--- src/rtl/cpu8_pkg.sv ---
package cpu8_pkg;

  localparam int DATA_W    = 8;
  localparam int REG_N     = 4;
  localparam int REG_IDX_W = $clog2(REG_N);
  localparam int IMM_W     = 4;

  typedef enum logic [3:0] {
    OP_MOV   = 4'h4,
    OP_ADD   = 4'h5,
    OP_SUB   = 4'h6,
    OP_XOR   = 4'h7,
    OP_SHL4  = 4'h8,
    OP_USHR4 = 4'h9,
    OP_LD    = 4'hA,
    OP_ST    = 4'hB,
    OP_CMPEQ = 4'hC,
    OP_CMPHI = 4'hD,
    OP_BR    = 4'hE,
    OP_HALT  = 4'hF
  } opcodeE;

  typedef enum logic [2:0] {
    ALU_PASS,
    ALU_ADD,
    ALU_SUB,
    ALU_XOR,
    ALU_SHL4,
    ALU_SHR4
  } aluOpE;

  typedef enum logic [1:0] {
    COND_ALWAYS = 2'b00,
    COND_FLAG   = 2'b01,
    COND_NOFLAG = 2'b10,
    COND_NEVER  = 2'b11
  } condE;

  // Strobes and operand fields handed from control to datapath
  typedef struct packed {
    logic                 regWrite;
    logic                 memWrite;
    logic                 flagWrite;
    logic                 cmpHi;
    logic                 useImm;
    logic                 wbFromMem;
    logic                 branch;
    condE                 cond;
    logic                 halt;
    aluOpE                aluOp;
    logic [REG_IDX_W-1:0] rdIdx;
    logic [REG_IDX_W-1:0] rsIdx;
    logic [IMM_W-1:0]     imm;
  } ctrlS;

endpackage

--- src/rtl/cpu8_alu.sv ---
module cpu8_alu
  import cpu8_pkg::*;
(
  input  logic [DATA_W-1:0] opA,
  input  logic [DATA_W-1:0] opB,
  input  aluOpE             op,
  output logic [DATA_W-1:0] result,
  output logic              isEq,
  output logic              isHi
);

  localparam int NIB = DATA_W / 2;

  always_comb begin
    unique case (op)
      ALU_ADD:  result = opA + opB;
      ALU_SUB:  result = opA - opB;
      ALU_XOR:  result = opA ^ opB;
      ALU_SHL4: result = opB << NIB;
      ALU_SHR4: result = opB >> NIB;
      default:  result = opB;
    endcase
  end

  assign isEq = (opA == opB);
  assign isHi = (opA > opB);

endmodule

--- src/rtl/cpu8_ctrl.sv ---
module cpu8_ctrl
  import cpu8_pkg::*;
(
  input  logic [DATA_W-1:0] instr,
  input  logic              halted,
  output ctrlS              ctrl
);

  ctrlS decoded;
  logic immForm;

  assign immForm = (instr[7:6] == 2'b00);

  always_comb begin
    decoded       = '0;
    decoded.cond  = COND_NEVER;
    decoded.aluOp = ALU_PASS;
    decoded.imm   = instr[IMM_W-1:0];
    if (immForm) begin
      decoded.rdIdx    = instr[5:4];
      decoded.useImm   = 1'b1;
      decoded.regWrite = 1'b1;
    end else begin
      decoded.rdIdx = instr[3:2];
      decoded.rsIdx = instr[1:0];
      unique case (opcodeE'(instr[7:4]))
        OP_MOV:   decoded.regWrite = 1'b1;
        OP_ADD:   begin decoded.regWrite = 1'b1; decoded.aluOp = ALU_ADD;  end
        OP_SUB:   begin decoded.regWrite = 1'b1; decoded.aluOp = ALU_SUB;  end
        OP_XOR:   begin decoded.regWrite = 1'b1; decoded.aluOp = ALU_XOR;  end
        OP_SHL4:  begin decoded.regWrite = 1'b1; decoded.aluOp = ALU_SHL4; end
        OP_USHR4: begin decoded.regWrite = 1'b1; decoded.aluOp = ALU_SHR4; end
        OP_LD:    begin decoded.regWrite = 1'b1; decoded.wbFromMem = 1'b1; end
        OP_ST:    decoded.memWrite = 1'b1;
        OP_CMPEQ: decoded.flagWrite = 1'b1;
        OP_CMPHI: begin decoded.flagWrite = 1'b1; decoded.cmpHi = 1'b1; end
        OP_BR:    begin decoded.branch = 1'b1; decoded.cond = condE'(instr[1:0]); end
        OP_HALT:  decoded.halt = 1'b1;
        default:  decoded.halt = 1'b0;
      endcase
    end
  end

  // A frozen machine issues no side effects at all
  always_comb begin
    ctrl = decoded;
    if (halted) begin
      ctrl.regWrite  = 1'b0;
      ctrl.memWrite  = 1'b0;
      ctrl.flagWrite = 1'b0;
      ctrl.branch    = 1'b0;
      ctrl.halt      = 1'b0;
    end
  end

endmodule

--- src/rtl/cpu8_dpath.sv ---
module cpu8_dpath
  import cpu8_pkg::*;
#(
  parameter int IMEM_AW = 8,
  parameter int DMEM_AW = 8,
  parameter int CNT_W   = 16
) (
  input  logic               clk,
  input  logic               rst,
  input  ctrlS               ctrl,
  input  logic [DATA_W-1:0]  dmemRdata,
  output logic [IMEM_AW-1:0] pc,
  output logic [DMEM_AW-1:0] dmemAddr,
  output logic [DATA_W-1:0]  dmemWdata,
  output logic               halted,
  output logic [CNT_W-1:0]   instrCount
);

  logic [DATA_W-1:0] regFile [REG_N];
  logic              flag;
  logic [DATA_W-1:0] rdVal, rsVal, aluB, aluY, wbData;
  logic              eq, hi, taken;
  logic [IMEM_AW-1:0] pcNext;

  assign rdVal = regFile[ctrl.rdIdx];
  assign rsVal = regFile[ctrl.rsIdx];

  // Operand mux: register or zero-extended immediate
  assign aluB = ctrl.useImm ? DATA_W'(ctrl.imm) : rsVal;

  cpu8_alu u_alu (
    .opA    (rdVal),
    .opB    (aluB),
    .op     (ctrl.aluOp),
    .result (aluY),
    .isEq   (eq),
    .isHi   (hi)
  );

  // Write-back mux: ALU or data memory
  assign wbData    = ctrl.wbFromMem ? dmemRdata : aluY;
  assign dmemAddr  = rsVal[DMEM_AW-1:0];
  assign dmemWdata = rdVal;

  always_comb begin
    unique case (ctrl.cond)
      COND_ALWAYS: taken = ctrl.branch;
      COND_FLAG:   taken = ctrl.branch & flag;
      COND_NOFLAG: taken = ctrl.branch & ~flag;
      default:     taken = 1'b0;
    endcase
  end

  always_comb begin
    if (halted || ctrl.halt) pcNext = pc;
    else if (taken)          pcNext = regFile[0][IMEM_AW-1:0];
    else                     pcNext = pc + 1'b1;
  end

  generate
    for (genvar g = 0; g < REG_N; g++) begin : gen_reg
      always_ff @(posedge clk) begin
        if (rst)
          regFile[g] <= '0;
        else if (ctrl.regWrite && ctrl.rdIdx == REG_IDX_W'(g))
          regFile[g] <= wbData;
      end
    end
  endgenerate

  always_ff @(posedge clk) begin
    if (rst) begin
      pc         <= '0;
      halted     <= 1'b0;
      flag       <= 1'b0;
      instrCount <= '0;
    end else begin
      pc <= pcNext;
      if (!halted) instrCount <= instrCount + 1'b1;
      if (ctrl.halt) halted <= 1'b1;
      if (ctrl.flagWrite) flag <= ctrl.cmpHi ? hi : eq;
    end
  end

endmodule

--- src/rtl/cpu8_core.sv ---
module cpu8_core
  import cpu8_pkg::*;
#(
  parameter int IMEM_AW = 8,
  parameter int DMEM_AW = 8,
  parameter int CNT_W   = 16
) (
  input  logic               clk,
  input  logic               rst,
  output logic [IMEM_AW-1:0] pc,
  output logic               halted,
  output logic [CNT_W-1:0]   instrCount
);

  localparam int IMEM_DEPTH = 1 << IMEM_AW;
  localparam int DMEM_DEPTH = 1 << DMEM_AW;

  logic [DATA_W-1:0] instrMem [IMEM_DEPTH];
  logic [DATA_W-1:0] dataMem  [DMEM_DEPTH];

  logic [DATA_W-1:0]  instr;
  ctrlS               ctrl;
  logic [DMEM_AW-1:0] dmemAddr;
  logic [DATA_W-1:0]  dmemWdata, dmemRdata;
  logic               dmemWe;

  // Unloaded locations hold a stop instruction
  initial begin
    for (int i = 0; i < IMEM_DEPTH; i++) instrMem[i] = {OP_HALT, 4'h0};
  end

  assign instr = instrMem[pc];

  cpu8_ctrl u_ctrl (
    .instr  (instr),
    .halted (halted),
    .ctrl   (ctrl)
  );

  cpu8_dpath #(
    .IMEM_AW (IMEM_AW),
    .DMEM_AW (DMEM_AW),
    .CNT_W   (CNT_W)
  ) u_dp (
    .clk        (clk),
    .rst        (rst),
    .ctrl       (ctrl),
    .dmemRdata  (dmemRdata),
    .pc         (pc),
    .dmemAddr   (dmemAddr),
    .dmemWdata  (dmemWdata),
    .halted     (halted),
    .instrCount (instrCount)
  );

  assign dmemWe    = ctrl.memWrite;
  assign dmemRdata = dataMem[dmemAddr];

  always_ff @(posedge clk) begin
    if (dmemWe) dataMem[dmemAddr] <= dmemWdata;
  end

endmodule

--- config.mk ---
export PLATFORM = sky130hd
export DESIGN_NAME = cpu8_core
export DESIGN_NICKNAME = d
export VERILOG_FILES = /design/src/rtl/cpu8_pkg.sv /design/src/rtl/cpu8_alu.sv /design/src/rtl/cpu8_ctrl.sv /design/src/rtl/cpu8_dpath.sv /design/src/rtl/cpu8_core.sv
export SDC_FILE = /design/constraint.sdc
export NUM_CORES = 1
export LEC_CHECK = 0
export BUFFER_PORTS_ARGS = -buffer_cell sky130_fd_sc_hd__buf_4
export CAP_MARGIN = 25
export CORE_UTILIZATION = 35
export CTS_BUF_LIST = sky130_fd_sc_hd__clkbuf_16
export CTS_CLUSTER_DIAMETER = 150
export DETAILED_ROUTE_END_ITERATION = 12
export GPL_TIMING_DRIVEN = 0
export PLACE_DENSITY_LB_ADDON = 0.05
export SETUP_SLACK_MARGIN = 0.02
export SLEW_MARGIN = 10
export SYNTH_ARGS = -nofsm -noshare
export SYNTH_HDL_FRONTEND = slang
export SYNTH_MEMORY_MAX_BITS = 65536
export SYNTH_SLANG_ARGS = --single-unit
--- constraint.sdc ---
create_clock -name clk -period 1.45 [get_ports clk]
set_input_delay 0.145 -clock clk [delete_from_list [all_inputs] [get_ports clk]]
set_output_delay 0.145 -clock clk [all_outputs]
set_load 0.01 [all_outputs]
Word-level counts from Yosys, hierarchy flattened
Memory sizes are Yosys's and may differ from the RTL's. A register that Yosys moved wholly into a read port is not among the register bits.
Cells that the tools add are included.
- add/subtract/negate cells: 3
- equality and inequality tests: 20
- multiplexer cells: 39
- bitwise operators: 5
- reduce and logical (&&, ||, !) cells: 10
- operators with widths (kind ; number):
    8-bit 2-to-1 mux ; 7
    8-bit one-hot mux with 5 select lines ; 1
    4-bit == test (both inputs constant) ; 8
    1-bit 2-to-1 mux ; 25
    16-bit by 1-bit adder with 16-bit output (second input constant) ; 1
    4-bit by 3-bit == test with 1-bit output (both inputs constant) ; 4
    3-bit one-hot mux with 5 select lines ; 1
    3-bit 2-to-1 mux ; 3
    8-bit adder ; 1
    8-bit subtractor ; 1
    8-bit bitwise XOR ; 1
    7-bit OR reduction ; 1
    3-bit by 2-bit == test with 1-bit output (second input constant) ; 2
    3-bit == test (second input constant) ; 2
    2-bit == test (second input constant) ; 2
    1-bit logical AND ; 4
    2-bit 2-to-1 mux ; 2
    1-bit OR ; 4
    3-bit by 1-bit == test with 1-bit output (second input constant) ; 1
    2-bit by 1-bit == test with 1-bit output (second input constant) ; 1
    2-bit logical NOT ; 1
    2-bit logical NOT (first input constant) ; 1
    2-bit OR reduction ; 1
    1-bit logical NOT ; 1
    1-bit logical OR ; 1
- flip-flop bits (word level): 17
- bits in writable memories: 2080
- bits of input ports: 2
- output and inout bits: 25
- word-level logic and storage cells: 81
- memories kept: 2
- memory list (name ; depth ; width ; rd ports ; clocked after memory_dff ; wr ports ; RTL line ; text):
    dataMem ; 256 ; 8 ; 1 ; 0 ; 1 ; cpu8_core.sv:19 ; logic [DATA_W-1:0] dataMem [DMEM_DEPTH];
    u_dp.regFile ; 4 ; 8 ; 3 ; 1 ; 4 ; cpu8_dpath.sv:19 ; logic [DATA_W-1:0] regFile [REG_N];

Logic depth before layout (Yosys ltp)
Gate-level depths: netlist (run 1).
- word-level depth: 10
- gate-level depth with buffers: 5
- depth with buffers taken out: 5

By module
A second synthesis (run 1) with hierarchy kept.
- cell total of the unflattened synthesis: 3998
- area, all modules: 82690.6 um^2
- modules (own cells, without submodules) (module ; times used ; cells an instance ; area an instance (um^2) ; sequential area each (um^2)):
    cpu8_core ; 1 ; 3541 ; 78340.1 ; 61499.0
    cpu8_dpath ; 1 ; 275 ; 3055.4 ; 1481.4
    cpu8_alu ; 1 ; 154 ; 1112.3 ; 0.0
    cpu8_ctrl ; 1 ; 28 ; 182.7 ; 0.0

Worst setup path after synthesis (run 1)
Ideal clock, no wire load.
- kind: reg2reg
- start point: register u_dp.instrCount[3]
- end point: register u_dp.instrCount[15]
- setup time: 121 ps
- arrival time: 1350 ps
- data required time: 1329 ps
- setup slack: -21 ps
- cell stages (with the launch flop): 6
- buffers on the path: 1
- clock period less this slack: 1471 ps
- path through: dfxtp_1 -> and4_1 -> buf_4 -> nand3_1 -> nor3_1 -> mux2_2
- longest elaborated chain between the ends: 1
- ends and longest elaborated chain (element ; RTL line ; text):
    start: declaration ; cpu8_dpath.sv:16 ; output logic [CNT_W-1:0] instrCount
    start signal: assignment ; cpu8_dpath.sv:79 ; if (!halted) instrCount <= instrCount + 1'b1;
    16-bit by 1-bit adder with 16-bit output ; cpu8_dpath.sv:79 ;
Every way passes these cells.
A chain may end at the register's enable or synchronous reset.

Worst setup path in the final report (run 1)
- start point: register u_dp.instrCount[1]
- end point: register u_dp.instrCount[14]
Same word-level chain as after synthesis.

==> metrics, run 1 <==
Yosys top cell area share 42.30%; Row Count 16; vias in the first global route 498; htree depth 1; grt total ovfl 0; synthesis-stage register bit count 17; status complete, no violations; die height about 50 µm; P_leak 0.0005385 µW; final hold vios 0; Worst Path Arrival 1.54 ns; die area 2495 µm²; Post-Route Skew around 0.0026 ns; clk slew on worst S/H paths roughly 0.050 ns; IO Port Bufs 17; Highest Clock Rate 733.9 MHz; Synth Area per Inst 9.040 µm²; power share of the clock group 49.4%; worst setup margin 0.08746 ns; clock root buffer clkbuf_16; routed vias/inst around 4.5; non-filler instance count after layout approximately 150; Switch Pwr ~220 µW; synthesized cell area 804.5 µm²; fraction of layout cells with a size suffix above 1 48.39%; Startpoint Class register; residual DRC count 0; crit-path cells ha_4, and3b_2, nand3_4, or3_4, a21oi_2; placed cell area 994.7 µm²; vias post-DR 673; Final Wtd Congestion 0.7837; CTS tree done; Slew Limit Fails 0; Final ANT Viol Nets 0; final instance area 1200 µm²; Worst Setup Slack post-DPL -0.07670 ns; largest net degree at the start of global routing 11; crit end category register; fin crit share a little over nine tenths; TritonCTS buffer count 3; hold crit path type in -> reg; Slowest cell on crit path or3_4; DRT Pass-1 Iters 4; maximum vdd drop 0.8177 mV; Logic pwr share a little under 7%; FILL cells 184; crit path max fanout 4; Total Routed Length between 1.5 and 2 mm; Critical Path Max Stage Delay ~0.37 ns; Total GRT Usage a little over an eighth; Clock Latency Late Sink 0.25 ns; top cells by area, synth dfxtp_1, xor2_1, buf_4; WHS 0.2700 ns; Setup CP Type reg -> reg; ANT cells 0; io pins 27; post-synth top area cell dfxtp_1; sequential power share 43.8%; maximum clock path buffer count 2; DP Cell Count 140; initial core utilization about two fifths; endpoints failing setup 0; register area share after synthesis roughly 42%; Syn-to-layout area delta 49.14%; global-route wire length before repair 2.297 mm; internal power roughly 880 µW; pwr dens 917.3 nW/µm²; # clock sinks 17; Synth cell types 27; max-cap violations 0; Std-Cell Core Area 2062 µm²; minimum clock period between 1 and 1.5 ns; Avg WL per Cell 10.34 µm; CP required 1.63 ns; Net Sw Frac 20.21%; die width 49.95 µm; initial drt markers 4; CTS Hold Bufs 0; Gate Count Post-Synth 89; initial antenna violation count 0; synth warn 0; final-stage net count 128; RSZ-0062 raised after global routing false
-- worst max-delay path: cells and delay by family, from the launching register on --
| family | cells | cell delay (ns) |
|---|---|---|
| AND/OR/NAND/NOR | 3 | 0.67 |
| flip-flops | 1 | 0.36 |
| adder cells (fa/ha/maj) | 1 | 0.13 |
| AO/OA/AOI/OAI | 1 | 0.13 |
-- cell usage after synthesis --
| cell type | instances |
|---|---|
| nor2b_1 | 2 |
| or3_1 | 2 |
| and2_1 | 1 |
| nor3_1 | 1 |
| nor2_1 | 14 |
| o21ai_0 | 2 |
| clkbuf_1 | 1 |
| nand2_1 | 3 |
| nand3_1 | 3 |
| xnor2_1 | 2 |
| xor2_1 | 10 |
| ha_1 | 1 |
| mux2i_1 | 1 |
| and4b_1 | 1 |
| buf_2 | 1 |
| buf_1 | 1 |
| inv_1 | 2 |
| mux2_2 | 1 |
| nand4_1 | 5 |
| buf_4 | 10 |
| conb_1 | 1 |
| and3_1 | 1 |
| nand3_4 | 1 |
| and4_1 | 2 |
| dfxtp_1 | 17 |
| and3b_1 | 1 |
| a21oi_1 | 2 |
-- per-stage QoR --
step	total power [µW]	setup TNS, ns	utilization [%]
global route	1153	0	58.19
finish	1101	0	58.19
floorplan	540.0	-0.007515	-
CTS	1104	0	56.07
detailed placement	557.5	-0.1208	48.24
global placement	556.8	-0.08811	48.24
-- per-layer routing --
metal	vias to the layer above	global-route usage [%]	wire, µm
li1	351	-	-
met1	296	15.40	693
met2	22	19.37	723
met3	4	6.790	119
met4	0	5.714	24
met5	-	0	0
-- cell type report --
type	instances	area, µm²	share of cell area, %
multi-input combinational	64	439.2	36.60
sequential	17	365.4	30.45
timing repair buffer	24	180.2	15.02
buffer	13	95.09	7.925
clock buffer	3	75.07	6.257
tap	27	33.78	2.815
inverter	2	7.507	0.6257
clock inverter	1	3.754	0.3128
-- registers in the layout (all words and copies together) (netlist names) --
name / flops
u_dp.instrCount: 16
u_dp.halted: 1
-- kinds of logic after synthesis --
kind of cell	share of synthesized area, %
AOI/OAI and AO/OA	2.488
xor gates and xnor gates	13.06
adders and majority gates	1.555
buffers and inverters	11.82
DFF	42.30
muxes	2.644
other	0.4661
and+or+nand+nor	25.66
-- cells in the final DEF (no fill, tap or decap), types with 3 or more instances in the layout --
cell type,netlist,final
buf_4,10,32
nor2_1,14,14
xor2_1,10,10
conb_1,1,8
dfxtp_2,0,8
nand4_1,5,5
dfxtp_1,17,5
dfxtp_4,0,4
nand2_1,3,3
inv_1,2,3
clkbuf_16,0,3
-- path summary, 6_finish.rpt --
path,slack (ns),depth (start not counted),end,startpoint
worst max-delay path,0.09,5,u_dp.instrCount[14],u_dp.instrCount[1]
worst min-delay path,0.27,2,u_dp.instrCount[11],rst
worst max register to register,0.09,5,u_dp.instrCount[14],u_dp.instrCount[1]
worst min register to register,0.51,2,u_dp.instrCount[6],u_dp.instrCount[6]
-- what timing repair did --
action	in CTS	in global routing
buffers inserted	6	1
setup endpoints to repair	2	3
resized for setup	15	11
pin swaps	1	3
-- power groups by stage --
stage	sequential [µW]	combinational (µW)	clock (µW)
2_1_floorplan	496	43.8	0
3_3_place_gp	494	62.7	0
3_5_place_dp	494	63.4	0
4_1_cts	482	69.4	553
5_1_grt	482	85.5	585
6_report	482	75.3	544
No activity file was read; power rests on OpenSTA's default activity.
==> inputs of run 2 (changes only) <==
==> constraint.sdc (replaced) <==
create_clock -name clk -period 1.25 [get_ports clk]
set_input_delay 0.125 -clock clk [delete_from_list [all_inputs] [get_ports clk]]
set_output_delay 0.125 -clock clk [all_outputs]
set_load 0.01 [all_outputs]
==> metrics, run 2 (synthesis gave the netlist of run 1 again) <==
status finished with violations; violated checks negative setup slack; die width 49.95 µm; Slew Limit Fails 0; max-cap violations 0; maximum clock path buffer count 2; global-route wire length before repair 2.877 mm; Syn-to-layout area delta 60.19%; Setup CP Type reg -> reg; vias in the first global route 639; met3 GRT Util 2.778%; minimum clock period between 1 and 1.5 ns; Total Routed Length 1.831 mm; # clock sinks 17; FILL cells 186; Startpoint Class register; CP required roughly 1.4 ns; fraction of layout cells with a size suffix above 1 a little under three fifths; residual DRC count 0; Clock Latency Late Sink about 0.25 ns; initial antenna violation count 0; busiest layer in global routing met2; vias post-DR 710; worst setup margin -0.1126 ns; clk slew on worst S/H paths 0.05 ns; pwr dens 993.9 nW/µm²; CTS Hold Bufs 0; Worst Setup Slack post-DPL -0.2025 ns; fin crit share 109.0%; Critical Path Max Stage Delay 0.36 ns; die area 2495 µm²; largest register by flop count u_dp.instrCount; hold crit path type in -> reg; Worst Path Arrival around 1.5 ns; IO Port Bufs 17; Row Count 16; DRT Pass-1 Iters 4; initial drt markers 9; io pins 27; crit-path cells ha_4, and3b_2, nand3_4, or3_4, a21oi_2; most common cell after layout, fill and taps aside buf_4; largest net degree at the start of global routing 11; most frequent cells in the layout buf_4, nor2_1, xor2_1, conb_1, dfxtp_2; TritonCTS buffer count 3; Post-Route Skew between 0.002 and 0.0025 ns; P_leak 0.0005872 µW; clock root buffer clkbuf_16; RSZ-0062 raised after global routing true; CTS tree done; Final Wtd Congestion 0.7442; max reg flops 16; biggest regs u_dp.instrCount x16, u_dp.halted x1; die height 49.95 µm; initial core utilization 39.02%; routed vias/inst 4.522; Final Core Density 62.50%; Final ANT Viol Nets 0; Total GRT Usage 15.80%; final-stage net count 134; endpoints failing setup 9; crit path max fanout 4; Slowest cell on crit path dfxtp_4; grt total ovfl 0; Post-DP HPWL 1.047 mm; ANT cells 0; final hold vios 0; WHS 0.2468 ns; htree depth 1; Std-Cell Core Area 2062 µm²; Avg WL per Cell 11.66 µm; M1 GR Usage 19.93%; GR Util met2 23.87%; crit end category register; Highest Clock Rate 733.9 MHz; maximum vdd drop 0.6807 mV
-- run 2: worst max-delay path: cells and delay by family (launching register included) --
family                     cells  cell delay (ns)
DFF                            1             0.36
and+or+nand+nor                3             0.67
AOI/OAI and AO/OA              1             0.13
adders and majority gates      1             0.13
-- run 2: final timing paths --
kind / startpoint / to / slack (ns) / cells past startpoint
max: u_dp.instrCount[1] / u_dp.instrCount[14] / -0.11 / 5
min: rst / u_dp.instrCount[10] / 0.25 / 2
max reg2reg: u_dp.instrCount[1] / u_dp.instrCount[14] / -0.11 / 5
min reg2reg: u_dp.instrCount[11] / u_dp.instrCount[11] / 0.52 / 2
-- run 2: repair_timing --
action	4_1_cts	5_1_grt
endpoints found under the setup margin	3	12
setup buffers	10	5
gates resized for setup	11	14
pin swaps	4	14
-- run 2: through the flow --
stage	TNS [ns]	total power, µW	cells	instance area, µm²
floorplan	-0.1707	630.5	96	872.1
global placement	-0.3331	649.6	140	1033
detailed placement	-0.3732	653.3	140	1033
CTS	-0.5623	1284	154	1230
global route	-1.236	1341	157	1289
finish	-0.4754	1281	157	1289
-- run 2: per-layer routing --
layer	vias up	share of wire [%]
met5	-	0
met4	0	2.6
met3	6	5.2
met2	28	50
met1	315	42
li1	361	-
-- run 2: final cells by class --
class                           instances  area [µm²]  area share, %
Multi-Input combinational cell         64       471.7          36.60
Sequential cell                        17       365.4          28.35
Buffer                                 11       72.57          5.631
Timing Repair Buffer                   32       259.0          20.10
Tap cell                               27       33.78          2.621
Inverter                                2       7.507         0.5825
Clock buffer                            3       75.07          5.825
Clock inverter                          1       3.754         0.2913
-- run 2: report_power, final --
part	internal [µW]	switching (µW)	leakage [µW]
registers	549	10.8	0.000144
clock network	424	203	0.0000423
logic	50.5	42.8	0.000401
